### config.mk
export PLATFORM = sky130hd
export DESIGN_NAME = tmc_dram
export DESIGN_NICKNAME = d
export VERILOG_FILES = /design/src/rtl/tmc_pkg.sv /design/src/rtl/tmc_strobe_dec.sv /design/src/rtl/tmc_sector_array.sv /design/src/rtl/tmc_read_path.sv /design/src/rtl/tmc_dram.sv
export SDC_FILE = /design/constraint.sdc
export NUM_CORES = 1
export LEC_CHECK = 0
export BUFFER_PORTS_ARGS = -buffer_cell sky130_fd_sc_hd__buf_2
export CORE_UTILIZATION = 44
export CTS_BUF_LIST = sky130_fd_sc_hd__clkbuf_8
export DETAILED_ROUTE_END_ITERATION = 6
export RECOVER_POWER = 50
export SYNTH_ARGS = -nofsm -noshare
export SYNTH_HDL_FRONTEND = slang
export SYNTH_HIERARCHICAL = 1
export SYNTH_SLANG_ARGS = --single-unit
export TNS_END_PERCENT = 5
### constraint.sdc
create_clock -name clk -period 4.35 [get_ports clk]
set_input_delay 0.87 -clock clk [delete_from_list [all_inputs] [get_ports clk]]
set_output_delay 0.87 -clock clk [all_outputs]
set_load 0.01 [all_outputs]
### src/rtl/tmc_pkg.sv
`timescale 1ns/1ps
package tmc_pkg;

  typedef enum logic {
    MODE_NORMAL = 1'b0,
    MODE_TEST   = 1'b1
  } mode_e;

  // Mode chosen by a column-before-row refresh: write enable low selects test.
  function automatic mode_e mode_on_refresh(input logic we_low_n);
    return we_low_n ? MODE_NORMAL : MODE_TEST;
  endfunction

  // Compression of one pin: 1 when both sector bits agree.
  function automatic logic pin_agree(input logic lo, input logic hi);
    return ~(lo ^ hi);
  endfunction

endpackage

### src/rtl/tmc_strobe_dec.sv
`timescale 1ns/1ps
module tmc_strobe_dec
  import tmc_pkg::*;
#(
  parameter int ADDR_W = 4
) (
  input  logic              clk,
  input  logic              rst_n,
  input  logic              ras_n,
  input  logic              cas_n,
  input  logic              we_n,
  input  logic [ADDR_W-1:0] addr,
  output logic [ADDR_W-1:0] row_q,
  output logic              rd_ev,
  output logic              wr_ev,
  output logic              cas_rise,
  output logic              cbr_ev,
  output logic              ras_only_ev,
  output logic              test_mode,
  output logic [ADDR_W-1:0] ref_row
);

  localparam logic [ADDR_W-1:0] REF_STEP = ADDR_W'(1);

  logic  ras_d, cas_d;
  logic  row_open, cas_seen;
  logic  ras_fall, ras_rise, cas_fall, acc_open, col_acc;
  mode_e mode_q, mode_d;
  logic [ADDR_W-1:0] row_r, ref_q;

  // Edge detection against the previous sample
  assign ras_fall = ras_d & ~ras_n;
  assign ras_rise = ~ras_d & ras_n;
  assign cas_fall = cas_d & ~cas_n;
  assign cas_rise = ~cas_d & cas_n;

  // Access row opens only when the column strobe was high before
  assign acc_open    = ras_fall & cas_d;
  assign cbr_ev      = ras_fall & ~cas_d & ~cas_n;
  assign col_acc     = cas_fall & row_open;
  assign rd_ev       = col_acc & we_n;
  assign wr_ev       = col_acc & ~we_n;
  assign ras_only_ev = ras_rise & row_open & ~cas_seen;

  always_comb begin
    mode_d = mode_q;
    if (cbr_ev)
      mode_d = mode_on_refresh(we_n);
    else if (ras_only_ev)
      mode_d = MODE_NORMAL;
  end

  always_ff @(posedge clk or negedge rst_n) begin
    if (!rst_n) begin
      ras_d    <= 1'b1;
      cas_d    <= 1'b1;
      row_open <= 1'b0;
      cas_seen <= 1'b0;
      row_r    <= '0;
      ref_q    <= '0;
      mode_q   <= MODE_NORMAL;
    end else begin
      ras_d  <= ras_n;
      cas_d  <= cas_n;
      mode_q <= mode_d;
      if (acc_open) begin
        row_open <= 1'b1;
        cas_seen <= 1'b0;
        row_r    <= addr;
      end else if (ras_rise) begin
        row_open <= 1'b0;
      end else if (col_acc) begin
        cas_seen <= 1'b1;
      end
      if (cbr_ev)
        ref_q <= ref_q + REF_STEP;
    end
  end

  assign row_q     = row_r;
  assign test_mode = (mode_q == MODE_TEST);
  assign ref_row   = ref_q;

endmodule

### src/rtl/tmc_sector_array.sv
`timescale 1ns/1ps
module tmc_sector_array #(
  parameter int ADDR_W = 4,
  parameter int DQ_W   = 4
) (
  input  logic                     clk,
  input  logic                     wr_en,
  input  logic                     wr_both,
  input  logic                     sel,
  input  logic [2*ADDR_W-2:0]      idx,
  input  logic [DQ_W-1:0]          wr_data,
  output logic [1:0][DQ_W-1:0]     rd_word
);

  localparam int IDX_W = 2 * ADDR_W - 1;
  localparam int DEPTH = 2 ** IDX_W;

  for (genvar s = 0; s < 2; s++) begin : g_sec
    logic [DQ_W-1:0] mem [DEPTH];
    logic            hit;

    assign hit = wr_en & (wr_both | (sel == 1'(s)));

    always_ff @(posedge clk) begin
      if (hit)
        mem[idx] <= wr_data;
    end

    assign rd_word[s] = mem[idx];
  end

endmodule

### src/rtl/tmc_read_path.sv
`timescale 1ns/1ps
module tmc_read_path
  import tmc_pkg::*;
#(
  parameter int DQ_W = 4
) (
  input  logic                 clk,
  input  logic                 rst_n,
  input  logic                 rd_ev,
  input  logic                 cas_rise,
  input  logic                 test_mode,
  input  logic                 sel,
  input  logic [1:0][DQ_W-1:0] rd_word,
  output logic                 rd_valid,
  output logic [DQ_W-1:0]      rd_data
);

  logic [DQ_W-1:0] agree, plain, stage_q, data_q;
  logic            pend_q, valid_q;

  for (genvar p = 0; p < DQ_W; p++) begin : g_pin
    assign agree[p] = pin_agree(rd_word[0][p], rd_word[1][p]);
  end

  assign plain = sel ? rd_word[1] : rd_word[0];

  always_ff @(posedge clk or negedge rst_n) begin
    if (!rst_n) begin
      stage_q <= '0;
      data_q  <= '0;
      pend_q  <= 1'b0;
      valid_q <= 1'b0;
    end else if (cas_rise) begin
      pend_q  <= 1'b0;
      valid_q <= 1'b0;
    end else if (rd_ev) begin
      if (test_mode) begin
        stage_q <= agree;
        pend_q  <= 1'b1;
        valid_q <= 1'b0;
      end else begin
        data_q  <= plain;
        valid_q <= 1'b1;
      end
    end else if (pend_q) begin
      data_q  <= stage_q;
      pend_q  <= 1'b0;
      valid_q <= 1'b1;
    end
  end

  assign rd_valid = valid_q;
  assign rd_data  = data_q;

endmodule

### src/rtl/tmc_dram.sv
`timescale 1ns/1ps
module tmc_dram #(
  parameter int ADDR_W = 4,
  parameter int DQ_W   = 4
) (
  input  logic              clk,
  input  logic              rst_n,
  input  logic              ras_n,
  input  logic              cas_n,
  input  logic              we_n,
  input  logic              oe_n,
  input  logic [ADDR_W-1:0] addr,
  input  logic [DQ_W-1:0]   dq_in,
  output logic [DQ_W-1:0]   dq_out,
  output logic              dq_oe,
  output logic              test_mode
);

  localparam int IDX_W = 2 * ADDR_W - 1;

  function automatic logic [IDX_W-1:0] cell_index(input logic [ADDR_W-1:0] row,
                                                  input logic [ADDR_W-1:0] col);
    return {row, col[ADDR_W-2:0]};
  endfunction

  logic [ADDR_W-1:0]     row_q, ref_row;
  logic                  rd_ev, wr_ev, cas_rise, cbr_ev, ras_only_ev;
  logic                  rd_valid;
  logic [DQ_W-1:0]       rd_data;
  logic [1:0][DQ_W-1:0]  rd_word;
  logic [IDX_W-1:0]      idx;
  logic                  sec_sel;

  tmc_strobe_dec #(.ADDR_W(ADDR_W)) u_dec (
    .clk        (clk),
    .rst_n      (rst_n),
    .ras_n      (ras_n),
    .cas_n      (cas_n),
    .we_n       (we_n),
    .addr       (addr),
    .row_q      (row_q),
    .rd_ev      (rd_ev),
    .wr_ev      (wr_ev),
    .cas_rise   (cas_rise),
    .cbr_ev     (cbr_ev),
    .ras_only_ev(ras_only_ev),
    .test_mode  (test_mode),
    .ref_row    (ref_row)
  );

  assign idx     = cell_index(row_q, addr);
  assign sec_sel = addr[ADDR_W-1];

  tmc_sector_array #(.ADDR_W(ADDR_W), .DQ_W(DQ_W)) u_arr (
    .clk    (clk),
    .wr_en  (wr_ev),
    .wr_both(test_mode),
    .sel    (sec_sel),
    .idx    (idx),
    .wr_data(dq_in),
    .rd_word(rd_word)
  );

  tmc_read_path #(.DQ_W(DQ_W)) u_rd (
    .clk      (clk),
    .rst_n    (rst_n),
    .rd_ev    (rd_ev),
    .cas_rise (cas_rise),
    .test_mode(test_mode),
    .sel      (sec_sel),
    .rd_word  (rd_word),
    .rd_valid (rd_valid),
    .rd_data  (rd_data)
  );

  assign dq_oe  = rd_valid & ~cas_n & ~oe_n;
  assign dq_out = dq_oe ? rd_data : '0;

endmodule

* Word level (Yosys, flattened, before mapping)
Memories as Yosys holds them, arrays and structs flattened.
Index checks and enable logic that the tools add are counted.
** Word-level totals
- Register bits after elaboration :: 19
- Bits in writable memories :: 1024
- Input port bits :: 14
- Output and inout port bits :: 6
- Memories kept :: 2
** Memories
- u_arr.g_sec[0].mem :: depth 128, bits a word 4, rd ports 1, clocked after memory_dff 0, wr ports 1, RTL line tmc_sector_array.sv:19 : logic [DQ_W-1:0] mem [DEPTH];
- u_arr.g_sec[1].mem :: depth 128, bits a word 4, rd ports 1, clocked after memory_dff 0, wr ports 1, RTL line tmc_sector_array.sv:19
** Operators by class
- Equal/unequal tests :: 3
- Muxes and demuxes :: 24
- Bitwise operators :: 35
- Reduce and logical (&&, ||, !) cells :: 8
** Operator list (number)
- $mux 4 :: 5
- $mux 1 :: 19
- $and 1x1->1 :: 16
- $not 1->1 :: 13
- $reduce_bool 2->1 :: 4
- $reduce_and 3->1 :: 2
- $ne 2x2->1 const B :: 2
- $xor 1x1->1 :: 4
- $ne 3x1->1 const B :: 1
- $reduce_bool 3->1 :: 1
- $or 1x1->1 :: 2
- $reduce_and 2->1 :: 1

* Logic depth before layout (Yosys ltp)
Gate-level depths: netlist of the first run.
- Word-level depth :: 7
- Gate-level depth with buffers :: 13
- Depth with buffers taken out :: 9

* By module
The synthesis of the first run kept the hierarchy.
** Modules (own cells, without submodules)
- tmc_sector_array :: instances 1, cells an instance 2550, area each 40548.9 µm², sequential area each 30749.5 µm²
- tmc_strobe_dec :: instances 1, cells an instance 38, area each 549.3 µm², sequential area each 327.8 µm²
- tmc_read_path :: instances 1, cells an instance 56, area each 543.0 µm², sequential area each 250.2 µm²
- tmc_dram :: instances 1, cells an instance 5, area each 57.6 µm², sequential area each 0.0 µm²

* Least setup slack after synthesis of the first run
OpenSTA, ideal clock, no wires.
- Kind :: input-to-reg
- Start :: input port addr[0]
- End :: register u_rd.stage_q[1]
- Library setup time :: 84 ps
- Arrival :: 2700 ps
- Data required time :: 4266 ps
- Slack :: 1566 ps
- Stages on the path :: 10
- Path buffers :: 3
- Cell sequence :: buf_6 > buf_6 > buf_2 > mux2_1 > a221oi_1 > nor4b_1 > nor4_1 > nand4_1 > xor2_1 > o21ai_0
** RTL lines
- from (decl) :: RTL line tmc_dram.sv:12 : input logic [ADDR_W-1:0] addr,
- to (signal assigned) :: RTL line tmc_read_path.sv:38 : stage_q <= agree;
- to (decl) :: RTL line tmc_read_path.sv:18 : logic [DQ_W-1:0] agree, plain, stage_q, data_q;

* Final worst setup path of the first run
- Start :: input port dq_in[3]
- End :: memory u_arr.g_sec[0].mem[46][3] (data pin)
** RTL lines
- from (decl) :: RTL line tmc_dram.sv:13 : input logic [DQ_W-1:0] dq_in,
- to (decl) :: RTL line tmc_sector_array.sv:19
No word-level cell before the write port.

==> results of run 1 <==
## area by class of cell
class                      instances  area share, %
multi-input combinational       1379          19.69
clock buffer                     173          5.093
sequential                      1043          66.80
timing repair buffer             194          3.551
tap                             1254          3.356
clock inverter                   127          1.437
antenna                            1       0.005353
inverter                           8        0.06958
## stage by stage
stage	worst slack [ns]	cell area (µm²)	util, %	power [W]	hold WS, ns
floorplan	1.566	41540	-	0.01221	0.4447
global placement	0.1437	43770	46.83	0.01318	0.4731
detailed placement	0.1185	43770	46.83	0.01319	0.4767
CTS	0.7560	46830	50.11	0.02092	0.08667
global route	0.3711	46750	50.02	0.02142	0.1510
finish	0.4721	46750	50.02	0.02086	0.1782
## power groups by stage
stage          clock, W  combinational, W  sequential, W
3_5_place_dp          0           0.00185         0.0113
4_1_cts         0.00793           0.00185         0.0111
6_report        0.00781           0.00190         0.0112
5_1_grt         0.00832           0.00195         0.0112
3_3_place_gp          0           0.00184         0.0113
2_1_floorplan         0          0.000911         0.0113
## placed cells by master (no fill, tap or decap), drive strengths merged, types with 6 or more instances in the layout
cell,n
a211oi,12
a21oi,121
a221o,8
a221oi,212
a22o,48
a22oi,72
a31oi,15
buf,178
clkbuf,187
clkinv,73
dfrtp,17
edfxtp,1024
inv,56
mux2,22
mux2i,111
mux4,17
nand2,89
nand2b,7
nand3,21
nand4,6
nor2,353
nor2b,11
nor3,13
o21ai,56
o221ai,17
o22a,22
o22ai,59
o311ai,6
o31ai,6
or2,7
## layer usage
| metal | track usage, % | share of wire (%) |
|---|---|---|
| met1 | 37.69 | 39 |
| met2 | 40.53 | 45 |
| met3 | 6.811 | 12 |
| met4 | 10.26 | 3.8 |
| met5 | 0 | 0.0054 |
## final timing paths
path	end	slack, ns	depth (start not counted)
setup / recovery	u_arr/g_sec[0].mem[46][3]$_DFFE_PP_	0.47	2
hold / removal	u_dec/ras_d$_DFF_PN1_	0.18	1
setup reg to reg	u_rd/rd_data[2]$_DFFE_PN0P_	0.65	9
hold reg to reg	u_rd/stage_q[2]$_DFFE_PN0P_	0.49	2
max in group asynchronous	u_dec/row_q[0]$_DFFE_PN0P_	2.89	2
min in group asynchronous	u_rd/stage_q[2]$_DFFE_PN0P_	0.73	2
## sequential cells by signal, indices dropped and copies added (netlist names)
signal,flops
u_arr/g_sec.mem,1024
u_dec/row_q,4
u_rd/rd_data,4
u_rd/stage_q,4
u_dec/cas_d,1
u_dec/cas_seen,1
u_dec/ras_d,1
u_dec/row_open,1
u_dec/test_mode,1
u_rd/pend_q,1
u_rd/rd_valid,1
==> metrics.md, run 1 <==
| Metric | Value |
|---|---|
| Outcome | finished, violations left |
| Failing checks | capacitance limit, slew limit |
| H-Tree Depth | 4 |
| Critical path peak fanout | 73 |
| Worst path max stage delay | 2.58 ns |
| Mapped Cells | 2638 |
| Worst EP required | 4.89 ns |
| Multi-input gate area | 9205 µm² |
| Final Slew Violations | 601 |
| Clock power share | 37.4% |
| CTS max path bufs | 3 |
| Hold crit path type | in2reg |
| Syn nets | 2652 |
| DRT iter0 DRCs | 3813 |
| LEAKAGE | 14.99 nW |
| Syn Area/Cell | 15.75 µm² |
| Net Sw Power | 0.005335 W |
| Skew final | 0.04764 ns |
| Share of cells above drive strength 1 | 15.83% |
| TritonCTS clock tree | built |
| Core ar. | 93470 µm² |
| Hold_sp | ras_n |
| Cts hold-fix bufs | 1 |
| CTS resizes | 0 |
| I/O pins | 20 |
| Fillers | 7826 |
| Remaining DRCs | 0 |
| Worst path cell trace | clkdlybuf4s25_1, buf_4 |
| CP Launch Type | primary input |
| Synthesized area | 41540 µm² |
| Clk sink count | 1043 |
| Final Critical Period | 3.878 ns |
| Clk_lat worst skew | 0.85 ns |
| CP Class | in2reg |
| First-pass GRT wire length | 184700 µm |
| Port bufs | 19 |
| GPL Wtd Cong | 0.9210 |
| Vias in the first global route | 26240 |
| Net Sw Frac | 25.57% |
| Yosys warns | 6 |
| Setup bufs post-CTS | 0 |
| Worst r2r src | u_dec/row_q[0]$_DFFE_PN0P_ |
| Register area | 31230 µm² |
| Core Rows | 112 |
| Area Overhead vs Synth | 12.55% |
| Final hold violation count | 0 |
| Final Instance Count excl. Fillers | 4179 |
| Highest clock rate | 257.9 MHz |
| Actual slew at the worst max-slew pin | 3.548 ns |
| Internal power | 0.01553 W |
| Cell Pwr Density | 446.3 nW/µm² |
| Vias per cell | 6.404 |
| Slowest cell on crit path | clkdlybuf4s25_1 |
| Initial antenna violation count | 3 |
| Setup_tns | 0 ns |
| Crit path DAT | 4.42 ns |
| Tcrit/Tclk final | 89.15% |
| Via count | 26760 |
| Placed Instances | 3877 |
| Final WL | 128500 µm |
| Crit path capture type | flop |
| Initial Util | 44.44% |
| Total track usage | 26.92% |
| Clock transition at the registers of the reported paths | 0.06 ns |
| DIE AREA | 95640 µm² |
| Unrepaired setup endpoints after global routing | false |
| Number of buffers created by CTS | 166 |
| Avg WL per Cell | 30.75 µm |
| Flop pwr share | 53.5% |
| # setup viols final | 0 |
| Crit path launch | dq_in[3] |
| Pre-antenna DRT Iters | 5 |
| Die X | 309.3 µm |
| Post-route ant nets | 0 |
| Largest net degree at the start of global routing | 153 |
| Rel. slew slack | -136.5% |
| GR Overflow Total | 0 |
| Worst vdd ir | 0.2888 mV |
| CTS root buffer | clkbuf_8 |
| Post-DP HPWL | 79260 µm |
| # nets final | 2806 |
| Cell family with most CP delay | buffers and inverters |
| Gate power share | 9.1% |
| Number of max-cap violations | 7 |
| Critical path buffer and inverter count | 2 |
| Die H | 309.3 µm |
(Power assumes the default switching activity.)
==> inputs of run 2 (changes only) <==
==> constraint.sdc (replaced) <==
create_clock -name clk -period 3.4 [get_ports clk]
set_input_delay 0.68 -clock clk [delete_from_list [all_inputs] [get_ports clk]]
set_output_delay 0.68 -clock clk [all_outputs]
set_load 0.01 [all_outputs]
==> metrics.md, run 2 (synthesized netlist as in run 1, its figures left out) <==
| Metric | Value |
|---|---|
| Outcome | finished, violations left (unchanged) |
| Failing checks | capacitance limit, slew limit (unchanged) |
| CP Launch Type | flop (was primary input) |
| Net Sw Power | 0.006911 W (was 0.005335 W) |
| Gate power share | 10.1% (was 9.1%) |
| Highest clock rate | 300.1 MHz |
| Internal reg-to-reg setup slack | 0.07 ns (was 0.65 ns) |
| Final Critical Period | 3.332 ns |
| Final Slew Violations | 429 (was 601) |
| Max FFs per register | 1024 (unchanged) |
| Reg2Reg Depth | 9 (unchanged) |
| H-Tree Depth | 4 (unchanged) |
| Core Rows | 112 (unchanged) |
| LEAKAGE | 16.08 nW (was 14.99 nW) |
| First-pass GRT wire length | 187300 µm (was 184700 µm) |
| Skew final | 0.05226 ns (was 0.04764 ns) |
| Number of max-cap violations | 7 (unchanged) |
| Post-route ant nets | 0 (unchanged) |
| I/O pins | 20 (unchanged) |
| Worst EP required | 4.14 ns (was 4.89 ns) |
| Die H | 309.3 µm (unchanged) |
| Fillers | 7635 (was 7826) |
| CTS root buffer | clkbuf_8 (unchanged) |
| Core ar. | 93470 µm² (unchanged) |
| Cell Pwr Density | 560.8 nW/µm² (was 446.3 nW/µm²) |
| Remaining DRCs | 0 (unchanged) |
| Clock transition at the registers of the reported paths | 0.06 ns (about the same) |
| DIE AREA | 95640 µm² (unchanged) |
| Port bufs | 19 (unchanged) |
| Tcrit/Tclk final | 97.99% |
| Number of buffers created by CTS | 164 (was 166) |
| Pre-antenna DRT Iters | 6 (was 5) |
| Crit path DAT | 4.07 ns (was 4.42 ns) |
| GR Overflow Total | 0 (unchanged) |
| GPL Wtd Cong | 0.9314 (was 0.9210) |
| Total track usage | 27.35% (was 26.92%) |
| Area Overhead vs Synth | 17.06% (was 12.55%) |
| Vias in the first global route | 26760 (was 26240) |
| Largest net degree at the start of global routing | 91 (was 153) |
| Vias per cell | 6.333 (was 6.404) |
| Worst vdd ir | 0.2861 mV (was 0.2888 mV) |
| Critical path peak fanout | 6 (was 73) |
| Setup_tns | 0 ns (unchanged) |
| Register with the highest flop count | u_arr/g_sec.mem (unchanged) |
| Power Total | 0.02727 W (was 0.02086 W) |
| Clock power share | 37.7% (was 37.4%) |
| Rel. slew slack | -111.8% (was -136.5%) |
| CTS max path bufs | 3 (unchanged) |
| Critical Path Sink | u_rd/rd_data[3]$_DFFE_PN0P_ (was u_arr/g_sec[0].mem[46][3]$_DFFE_PP_) |
| Share of cells above drive strength 1 | 20.52% (was 15.83%) |
| Crit path launch | u_dec/row_q[3]$_DFFE_PN0P_ (was dq_in[3]) |
| DRT iter0 DRCs | 4146 (was 3813) |
| Final WL | 130900 µm (was 128500 µm) |
| Flop pwr share | 52.2% (was 53.5%) |
| Setup bufs post-CTS | 0 (unchanged) |
| Initial antenna violation count | 5 (was 3) |
| Commonest non-fill, non-tap cell in the layout | edfxtp_1 (unchanged) |
| Avg WL per Cell | 30.03 µm (was 30.75 µm) |
| Clk sink count | 1043 (unchanged) |
| Initial Util | 44.44% (unchanged) |
| TritonCTS clock tree | built (unchanged) |
| Actual slew at the worst max-slew pin | 3.176 ns (was 3.548 ns) |
| Die X | 309.3 µm (unchanged) |
| Crit path capture type | flop (unchanged) |
| Via count | 27610 (was 26760) |
| CP Class | reg2reg (was in2reg) |
| Net Sw Frac | 25.35% (was 25.57%) |
| Post-DP HPWL | 86100 µm (was 79260 µm) |
| Clk_lat worst skew | 0.87 ns (was 0.85 ns) |
| Hold crit path type | in2reg (unchanged) |
| Unrepaired setup endpoints after global routing | false (unchanged) |
| Final hold violation count | 0 (unchanged) |
| Most frequent cells in the layout | 1024 x edfxtp_1, 349 x nor2_1, 294 x buf_4, 210 x a221oi_1, 171 x clkbuf_8 (was 1024 x edfxtp_1, 350 x nor2_1, 210 x a221oi_1, 173 x clkbuf_8, 147 x buf_4) |
| Worst flop-to-flop path endpoint | u_rd/rd_data[3]$_DFFE_PN0P_ (was u_rd/rd_data[2]$_DFFE_PN0P_) |
| # setup viols final | 0 (unchanged) |
| Internal power | 0.02036 W (was 0.01553 W) |
| Worst r2r src | u_dec/row_q[3]$_DFFE_PN0P_ (was u_dec/row_q[0]$_DFFE_PN0P_) |
| # nets final | 2988 (was 2806) |
## run 2: per-layer routing
layer	wire length, µm	global-route usage [%]	vias to the layer above	share of wire, %
li1	-	-	11350	-
met5	26	0	-	0.020
met2	58810	41.36	1935	45
met3	15290	6.346	312	12
met1	52070	38.70	14010	40
met4	4723	9.982	4	3.6
## run 2: how the worst min path moves through the flow
stage,cells after the start,from,endpoint
after floorplan,0,rst_n,u_dec/cas_seen$_DFFE_PN0P_
after global placement,2,u_rd/stage_q[2]$_DFFE_PN0P_,u_rd/stage_q[2]$_DFFE_PN0P_
after detailed placement,2,u_rd/stage_q[0]$_DFFE_PN0P_,u_rd/stage_q[0]$_DFFE_PN0P_
after CTS,3,we_n,u_dec/test_mode$_DFFE_PN0P_
after global routing,3,we_n,u_dec/test_mode$_DFFE_PN0P_
final,3,we_n,u_dec/test_mode$_DFFE_PN0P_
## run 2: final cells by class
type                    count  area [µm²]  share of cell area, %
flip-flops and latches   1043       31230                  64.22
well taps                1254        1569                  3.227
diodes                      1       2.502               0.005146
clock buffers             171        2354                  4.840
repair buffers            378        3446                  7.087
clock inverters           125       799.5                  1.644
inverters                   8       32.53                0.06690
multi-input cells        1379        9193                  18.91
## run 2: power groups by stage
stage	clock network (W)	registers [W]	logic [W]
global placement	0	0.0145	0.00265
finish	0.0103	0.0142	0.00275
CTS	0.0104	0.0142	0.00269
global route	0.0109	0.0142	0.00281
floorplan	0	0.0145	0.00117
detailed placement	0	0.0145	0.00267
## run 2: timing repair
item,CTS,global route
endpoints found under the setup margin,0,1
gates resized for setup,0,1
endpoints found under the hold margin,19,0
hold buffers,3,0
## run 2: per-stage QoR
step | cell area (µm²) | utilization, % | setup WS (ns) | std cells | hold WS [ns]
after floorplan | 41540 | - | 0.8062 | 2638 | 0.3844
after global placement | 45560 | 48.75 | -0.3376 | 4059 | 0.4578
after detailed placement | 45560 | 48.75 | -0.3560 | 4059 | 0.4721
after CTS | 48750 | 52.15 | 0.1474 | 4358 | 0.06442
after global routing | 48620 | 52.02 | 0.01163 | 4359 | 0.1151
final | 48620 | 52.02 | 0.06821 | 4359 | 0.1207
## run 2: critical path, stage by stage (launching register included)
cell	delay, ns
dfrtp_1	0.62
nor2b_1	0.62
nand2_1	0.52
a21oi_1	0.30
nand3_1	0.13
o211ai_1	0.20
nor2_1	0.17
nand4_1	0.26
mux2i_1	0.14
a211oi_1	0.24
